File: src/rtl/bufdesc_pkg.sv
package bufdesc_pkg;

  typedef enum logic [1:0] {
    ST_IDLE = 2'd0,
    ST_RUN  = 2'd1,
    ST_DONE = 2'd2
  } genState_t;

  // Strobes from control to datapath
  typedef struct packed {
    logic load;     // capture setup and clear walking state
    logic fire;     // current entry accepted, advance
    logic finish;   // list complete (or aborted)
    logic flagErr;  // entry cap hit
  } dpStrobe_t;

endpackage

File: src/rtl/bufdesc_ctrl.sv
module bufdesc_ctrl
  import bufdesc_pkg::*;
(
  input  logic       clk,
  input  logic       rstN,
  input  logic       startPulse,
  input  logic       allDone,
  input  logic       atLimit,
  input  logic       entReady,
  output dpStrobe_t  strobe,
  output logic       entValid,
  output logic       busy,
  output logic       done
);

  genState_t state, stateNext;

  always_ff @(posedge clk) begin
    if (!rstN) state <= ST_IDLE;
    else       state <= stateNext;
  end

  always_comb begin
    stateNext = state;
    strobe    = '0;
    entValid  = 1'b0;
    case (state)
      ST_RUN: begin
        if (allDone) begin
          strobe.finish = 1'b1;
          stateNext     = ST_DONE;
        end else if (atLimit) begin
          strobe.flagErr = 1'b1;
          strobe.finish  = 1'b1;
          stateNext      = ST_DONE;
        end else begin
          entValid    = 1'b1;
          strobe.fire = entReady;
        end
      end
      default: begin
        if (startPulse) begin
          strobe.load = 1'b1;
          stateNext   = ST_RUN;
        end
      end
    endcase
  end

  assign busy = (state == ST_RUN);
  assign done = (state == ST_DONE);

endmodule

File: src/rtl/bufdesc_dpath.sv
module bufdesc_dpath
  import bufdesc_pkg::*;
#(
  parameter int ADDR_W      = 64,
  parameter int LEN_W       = 32,
  parameter int MAX_ENTRIES = 256,
  parameter int PAGE_BYTES  = 4096,
  localparam int CNT_W      = $clog2(MAX_ENTRIES + 1),
  localparam int PAGE_W     = $clog2(PAGE_BYTES)
)(
  input  logic              clk,
  input  logic              rstN,
  input  dpStrobe_t         strobe,
  input  logic [ADDR_W-1:0] baseAddr,
  input  logic [LEN_W-1:0]  bufSize,
  input  logic [LEN_W-1:0]  periodSize,
  input  logic              alignEn,
  input  logic              iocEn,
  output logic              allDone,
  output logic              atLimit,
  output logic [ADDR_W-1:0] entAddr,
  output logic [LEN_W-1:0]  entLen,
  output logic              entIoc,
  output logic [CNT_W-1:0]  entCount,
  output logic [LEN_W-1:0]  curOffset,
  output logic              errFlag
);

  logic [ADDR_W-1:0] baseR;
  logic [LEN_W-1:0]  sizeR, effR, offR, leftR;
  logic              alignR, iocR, shortR;
  logic [CNT_W-1:0]  cntR;
  logic              errR;

  logic [LEN_W-1:0]  restBytes, curLeft, pageRoom, chunk;
  logic              newPeriod, curShort;

  // Period bookkeeping: a fresh period is opened on the fly when the last
  // one is used up, so no cycle is lost between periods.
  always_comb begin
    restBytes = sizeR - offR;
    newPeriod = (leftR == '0);
    curShort  = newPeriod ? (restBytes < effR) : shortR;
    if (newPeriod) curLeft = (restBytes < effR) ? restBytes : effR;
    else           curLeft = leftR;
    pageRoom  = LEN_W'(PAGE_BYTES) - LEN_W'(offR[PAGE_W-1:0]);
    chunk     = (alignR && (pageRoom < curLeft)) ? pageRoom : curLeft;
  end

  assign entLen    = chunk;
  assign entIoc    = iocR && !curShort && (chunk == curLeft);
  assign entAddr   = baseR + ADDR_W'(offR);
  assign allDone   = newPeriod && (offR == sizeR);
  assign atLimit   = (cntR == CNT_W'(MAX_ENTRIES));
  assign entCount  = cntR;
  assign curOffset = offR;
  assign errFlag   = errR;

  always_ff @(posedge clk) begin
    if (!rstN) begin
      baseR  <= '0;
      sizeR  <= '0;
      effR   <= '0;
      offR   <= '0;
      leftR  <= '0;
      alignR <= 1'b0;
      iocR   <= 1'b0;
      shortR <= 1'b0;
      cntR   <= '0;
      errR   <= 1'b0;
    end else if (strobe.load) begin
      baseR  <= baseAddr;
      sizeR  <= bufSize;
      effR   <= (periodSize == '0) ? bufSize : periodSize;
      alignR <= alignEn;
      iocR   <= iocEn;
      offR   <= '0;
      leftR  <= '0;
      shortR <= 1'b0;
      cntR   <= '0;
      errR   <= 1'b0;
    end else begin
      if (strobe.fire) begin
        offR   <= offR + chunk;
        leftR  <= curLeft - chunk;
        shortR <= curShort;
        cntR   <= cntR + CNT_W'(1);
      end
      if (strobe.flagErr) errR <= 1'b1;
    end
  end

endmodule

File: src/rtl/bufdesc_gen.sv
module bufdesc_gen
  import bufdesc_pkg::*;
#(
  parameter int ADDR_W      = 64,
  parameter int LEN_W       = 32,
  parameter int MAX_ENTRIES = 256,
  parameter int PAGE_BYTES  = 4096,
  localparam int CNT_W      = $clog2(MAX_ENTRIES + 1)
)(
  input  logic              clk,
  input  logic              rstN,
  input  logic              startPulse,
  input  logic [ADDR_W-1:0] baseAddr,
  input  logic [LEN_W-1:0]  bufSize,
  input  logic [LEN_W-1:0]  periodSize,
  input  logic              alignEn,
  input  logic              iocEn,
  output logic              entValid,
  input  logic              entReady,
  output logic [31:0]       entAddrLo,
  output logic [31:0]       entAddrHi,
  output logic [LEN_W-1:0]  entLen,
  output logic              entIoc,
  output logic              busy,
  output logic              done,
  output logic [CNT_W-1:0]  entCount,
  output logic [CNT_W-1:0]  lastIndex,
  output logic [LEN_W-1:0]  finalOffset,
  output logic              overflowErr
);

  dpStrobe_t         strobe;
  logic              allDone, atLimit;
  logic [ADDR_W-1:0] entAddr;

  bufdesc_ctrl u_ctrl (
    .clk        (clk),
    .rstN       (rstN),
    .startPulse (startPulse),
    .allDone    (allDone),
    .atLimit    (atLimit),
    .entReady   (entReady),
    .strobe     (strobe),
    .entValid   (entValid),
    .busy       (busy),
    .done       (done)
  );

  bufdesc_dpath #(
    .ADDR_W      (ADDR_W),
    .LEN_W       (LEN_W),
    .MAX_ENTRIES (MAX_ENTRIES),
    .PAGE_BYTES  (PAGE_BYTES)
  ) u_dpath (
    .clk        (clk),
    .rstN       (rstN),
    .strobe     (strobe),
    .baseAddr   (baseAddr),
    .bufSize    (bufSize),
    .periodSize (periodSize),
    .alignEn    (alignEn),
    .iocEn      (iocEn),
    .allDone    (allDone),
    .atLimit    (atLimit),
    .entAddr    (entAddr),
    .entLen     (entLen),
    .entIoc     (entIoc),
    .entCount   (entCount),
    .curOffset  (finalOffset),
    .errFlag    (overflowErr)
  );

  // Address word split; narrow address spaces leave the high word zero
  assign entAddrLo = entAddr[31:0];
  generate
    if (ADDR_W > 32) begin : g_hiWord
      assign entAddrHi = 32'(entAddr[ADDR_W-1:32]);
    end else begin : g_noHiWord
      assign entAddrHi = '0;
    end
  endgenerate

  assign lastIndex = entCount - CNT_W'(1);

endmodule

File: config.mk
export PLATFORM = sky130hd
export DESIGN_NAME = bufdesc_gen
export DESIGN_NICKNAME = d
export VERILOG_FILES = /design/src/rtl/bufdesc_pkg.sv /design/src/rtl/bufdesc_ctrl.sv /design/src/rtl/bufdesc_dpath.sv /design/src/rtl/bufdesc_gen.sv
export SDC_FILE = /design/constraint.sdc
export NUM_CORES = 1
export LEC_CHECK = 0
export BUFFER_PORTS_ARGS = -buffer_cell sky130_fd_sc_hd__buf_2
export CAP_MARGIN = 20
export CORE_ASPECT_RATIO = 1.75
export CORE_UTILIZATION = 60
export CTS_CLUSTER_SIZE = 16
export DETAILED_ROUTE_END_ITERATION = 7
export MAX_ROUTING_LAYER = met4
export PLACE_DENSITY = 0.89
export SYNTH_ARGS = -nofsm -noshare
export SYNTH_HDL_FRONTEND = slang
export SYNTH_SLANG_ARGS = --single-unit
File: constraint.sdc
create_clock -name clk -period 26.6 [get_ports clk]
set_input_delay 7.98 -clock clk [delete_from_list [all_inputs] [get_ports clk]]
set_output_delay 7.98 -clock clk [all_outputs]
set_load 0.05 [all_outputs]
==> results.py <==
metrics = {
    "run_status": {
        "failed_checks": "design-rule violations",
        "status": "complete, but fails checks",
    },
    "critical_path": {
        "crit_family": "compound AO/OA/AOI/OAI gates",
        "crit_path_max_fanout": 28,
        "cp-end-kind": "primary output",
        "regToRegStartpoint": "u_dpath.curOffset[0]$_SDFFE_PP0P_",
        "required_ns": 18.62,
        "crit_type": "register to primary output",
        "crit_path_top_delay_cell": "a221oi_1",
        "critPathLaunch": "u_dpath.curOffset[0]$_SDFFE_PP0P_",
        "path_buf_inv": 6,
        "cp_common_cell": "ha_1",
        "arrival_ns": 10.50,
        "critPathMaxStageDelay_ns": 0.58,
        "crit_path_start_kind": "register",
    },
    "die": {
        "die_h_um": 216.8,
        "fp-row-count": 78,
        "fp.coreArea_um2": 25960,
        "start_util": 0.6095,
        "die_area_um2": 27050,
        "fp.dieW_um": 124.8,
        "io_pins": 285,
    },
    "power_and_ir_drop": {
        "power_frac_seq": 0.151,
        "p_leak_nw": 8.427,
        "combPwrFrac": 0.714,
        "ir_drop_v": 0.0001563,
        "power_density_nw_per_um2": 133.6,
        "power.share.clock": 0.135,
        "internal_power_mw": 1.085,
        "switching_power_mw": 1.340,
        "switching_share": 0.5524,
    },
    "worst_hold_path": {
        "hold_path_class": "register to register",
        "holdCritStartpoint": "u_dpath.errFlag$_SDFFE_PP0P_",
    },
    "logic_synthesis": {
        "synthFlopType": "dfxtp_1",
        "syn_inst": 2020,
        "ys_warn_count": 0,
        "syn-num-nets": 2312,
        "synth_cell_type_count": 78,
        "yosys.area_share.simple": 0.1930,
        "yosysSeqAreaShare": 0.2619,
        "synth_xor_area_frac": 0.07583,
        "ys_ff_latch": 207,
        "synth_edf_count": 0,
        "async_reset_ff_frac": 0,
        "avgSynthCellArea_um2": 7.833,
        "muxShareOfSynthArea": 0.003242,
        "yosysTopAreaCell": "dfxtp_1",
        "yosysTopAreaCellShare": 0.2619,
        "synthAdderAreaFrac": 0.1268,
        "synth_compound_gate_area_share": 0.2890,
        "synth_top_family_by_area": "compound AO/OA/AOI/OAI gates",
        "synthTopCellsByCount": "a21oi_1, dfxtp_1, nand2_1",
        "synth_area_leaders": "dfxtp_1, ha_1, a21oi_1",
        "synthesis.area_um2": 15820,
    },
    "timing": {
        "max_freq_mhz": 54.12,
        "setup_viol": 0,
        "rsz0062_at_grt": "false",
        "period_needed_ns": 18.48,
        "hold_viol": 0,
        "setup_tns_ns": 0,
        "skew_ns": 0.01524,
        "fin_ws_ns": 8.124,
        "slew_violations": 0,
        "worst_pin_slew_ns": 1.138,
        "slew_headroom": 0.2415,
        "min_period_over_period": 0.6946,
    },
    "final_layout": {
        "drive_gt1_frac": 0.1664,
        "nets": 2543,
        "fillCellCount": 2193,
        "design_area_um2": 18150,
        "seq_area_um2": 4144,
        "area_delta_synth_final_pct": 14.72,
        "instances_no_fill": 2588,
        "multi_input_area_um2": 10920,
    },
    "clock_tree": {
        "root_buffer": "clkbuf_16",
        "cts-htree-levels": 1,
        "cts_buffers": 22,
        "cts_post_setup_buffers_inserted": 0,
        "cts_tree": "built",
        "cts_num_sinks": 207,
        "cts.clk_slew.worst_paths_ns": 0.06,
        "cts-resized-gates": 0,
        "ctsHoldBuffers": 0,
        "clockBufferDepth": 3,
        "clk_latency_ns": 0.54,
    },
    "global_route": {
        "overflow": 0,
        "antenna_found_initial": 2,
        "first_global_vias": 16690,
        "grt_pass1_wl_mm": 87.71,
        "grt_max_degree": 99,
        "grt_use_total": 0.4202,
    },
    "detailed_routing": {
        "num_vias": 17010,
        "drt_iter0_drc": 1453,
        "wirelength_mm": 56.62,
        "drc": 26,
        "antenna_left": 0,
        "first_pass_iters": 8,
        "wl_per_cell_um": 21.88,
        "viasPerCell": 6.571,
    },
    "placed_design": {
        "io_buffers": 284,
        "place_congestion": 1.015,
        "placedCellCount": 2547,
        "place_hpwl_mm": 43.86,
        "place_ws_ns": 8.878,
        "post_dp_cell_area_um2": 17410,
    },
    "flow_run": {
        "cap_violations": 0,
    },
}
[cells by family after synthesis]
family,Yosys count
buffers and inverters,204
adder cells (fa/ha/maj),158
AO/OA/AOI/OAI,683
flip-flops,207
multiplexers,5
XOR/XNOR,137
AND/OR/NAND/NOR,626
[final timing paths]
kind | endpoint | slack [ns] | depth (start not counted)
worst min-delay path | u_dpath.errFlag$_SDFFE_PP0P_ | 0.46 | 2
worst max-delay path | entIoc | 8.12 | 37
worst max register to register | u_dpath.curOffset[31]$_SDFFE_PP0P_ | 14.98 | 44
worst min register to register | u_dpath.errFlag$_SDFFE_PP0P_ | 0.46 | 2
[power groups by stage]
stage,logic (mW),registers (mW),clock network [mW]
after CTS,1.70,0.365,0.327
final,1.73,0.367,0.327
after floorplan,1.28,0.371,0
after detailed placement,1.69,0.372,0
after global routing,1.86,0.369,0.338
after global placement,1.68,0.371,0
[cells in the final DEF, fill, tap and decap left out, types with 21 or more instances in the layout]
| cell | synthesis | final |
|---|---|---|
| inv_1 | 113 | 113 |
| nor2b_1 | 21 | 21 |
| nand4_1 | 31 | 31 |
| a211oi_1 | 22 | 22 |
| xor2_1 | 40 | 40 |
| nand3_1 | 59 | 58 |
| clkbuf_16 | 0 | 23 |
| nand2_1 | 190 | 188 |
| buf_2 | 7 | 284 |
| a21o_1 | 62 | 62 |
| nor4_1 | 30 | 30 |
| nor3_1 | 39 | 39 |
| dfxtp_1 | 207 | 207 |
| ha_1 | 154 | 154 |
| o21a_1 | 22 | 22 |
| and3_1 | 33 | 32 |
| o21ai_0 | 89 | 89 |
| nor2_1 | 143 | 142 |
| a31oi_1 | 22 | 22 |
| a21oi_1 | 207 | 206 |
| xnor2_1 | 97 | 97 |
| o22ai_1 | 38 | 38 |
| a22o_1 | 94 | 94 |
[final cells by class]
| cell class | count | area share |
|---|---|---|
| Clock buffer | 28 | 0.03440 |
| Timing Repair Buffer | 297 | 0.08368 |
| Tap cell | 320 | 0.02206 |
| Multi-Input combinational cell | 1609 | 0.6014 |
| Inverter | 114 | 0.02357 |
| Sequential cell | 207 | 0.2283 |
| Clock inverter | 11 | 0.006342 |
| Antenna cell | 2 | 0.0002757 |
[routing by layer]
layer / share of wire / up-vias / wire, um / GRT usage
li1: - / 7898 / - / -
met1: 0.36 / 8004 / 20620 / 0.4434
met2: 0.49 / 851 / 27760 / 0.7273
met3: 0.064 / 252 / 3625 / 0.04326
met4: 0.081 / 0 / 4611 / 0.3144
met5: 0 / - / 0 / -
[per-stage QoR]
| stage | hold WS, ns | util | power [mW] |
|---|---|---|---|
| finish | 0.4637 | 0.6992 | 2.425 |
| global route | 0.5043 | 0.6992 | 2.568 |
| CTS | 0.4700 | 0.6990 | 2.389 |
| detailed placement | 0.4569 | 0.6705 | 2.060 |
| global placement | 0.4483 | 0.6705 | 2.052 |
| floorplan | 0.4399 | - | 1.647 |
[state kept, by name, summed over array words and instances, names as in the netlist]
name	flops
u_dpath.effR	32
u_dpath.curOffset	32
u_dpath.sizeR	32
u_ctrl.state	2
u_dpath.alignR	1
u_dpath.shortR	1
u_dpath.iocR	1
u_dpath.errFlag	1
u_dpath.leftR	32
u_dpath.baseR	64
u_dpath.entCount	9
[worst min-delay path, stage by stage, from the launching register on]
cell,delay (ns)
dfxtp_1,0.32
nor2_1,0.04
nor2_1,0.06
(Power assumes the default switching activity.)
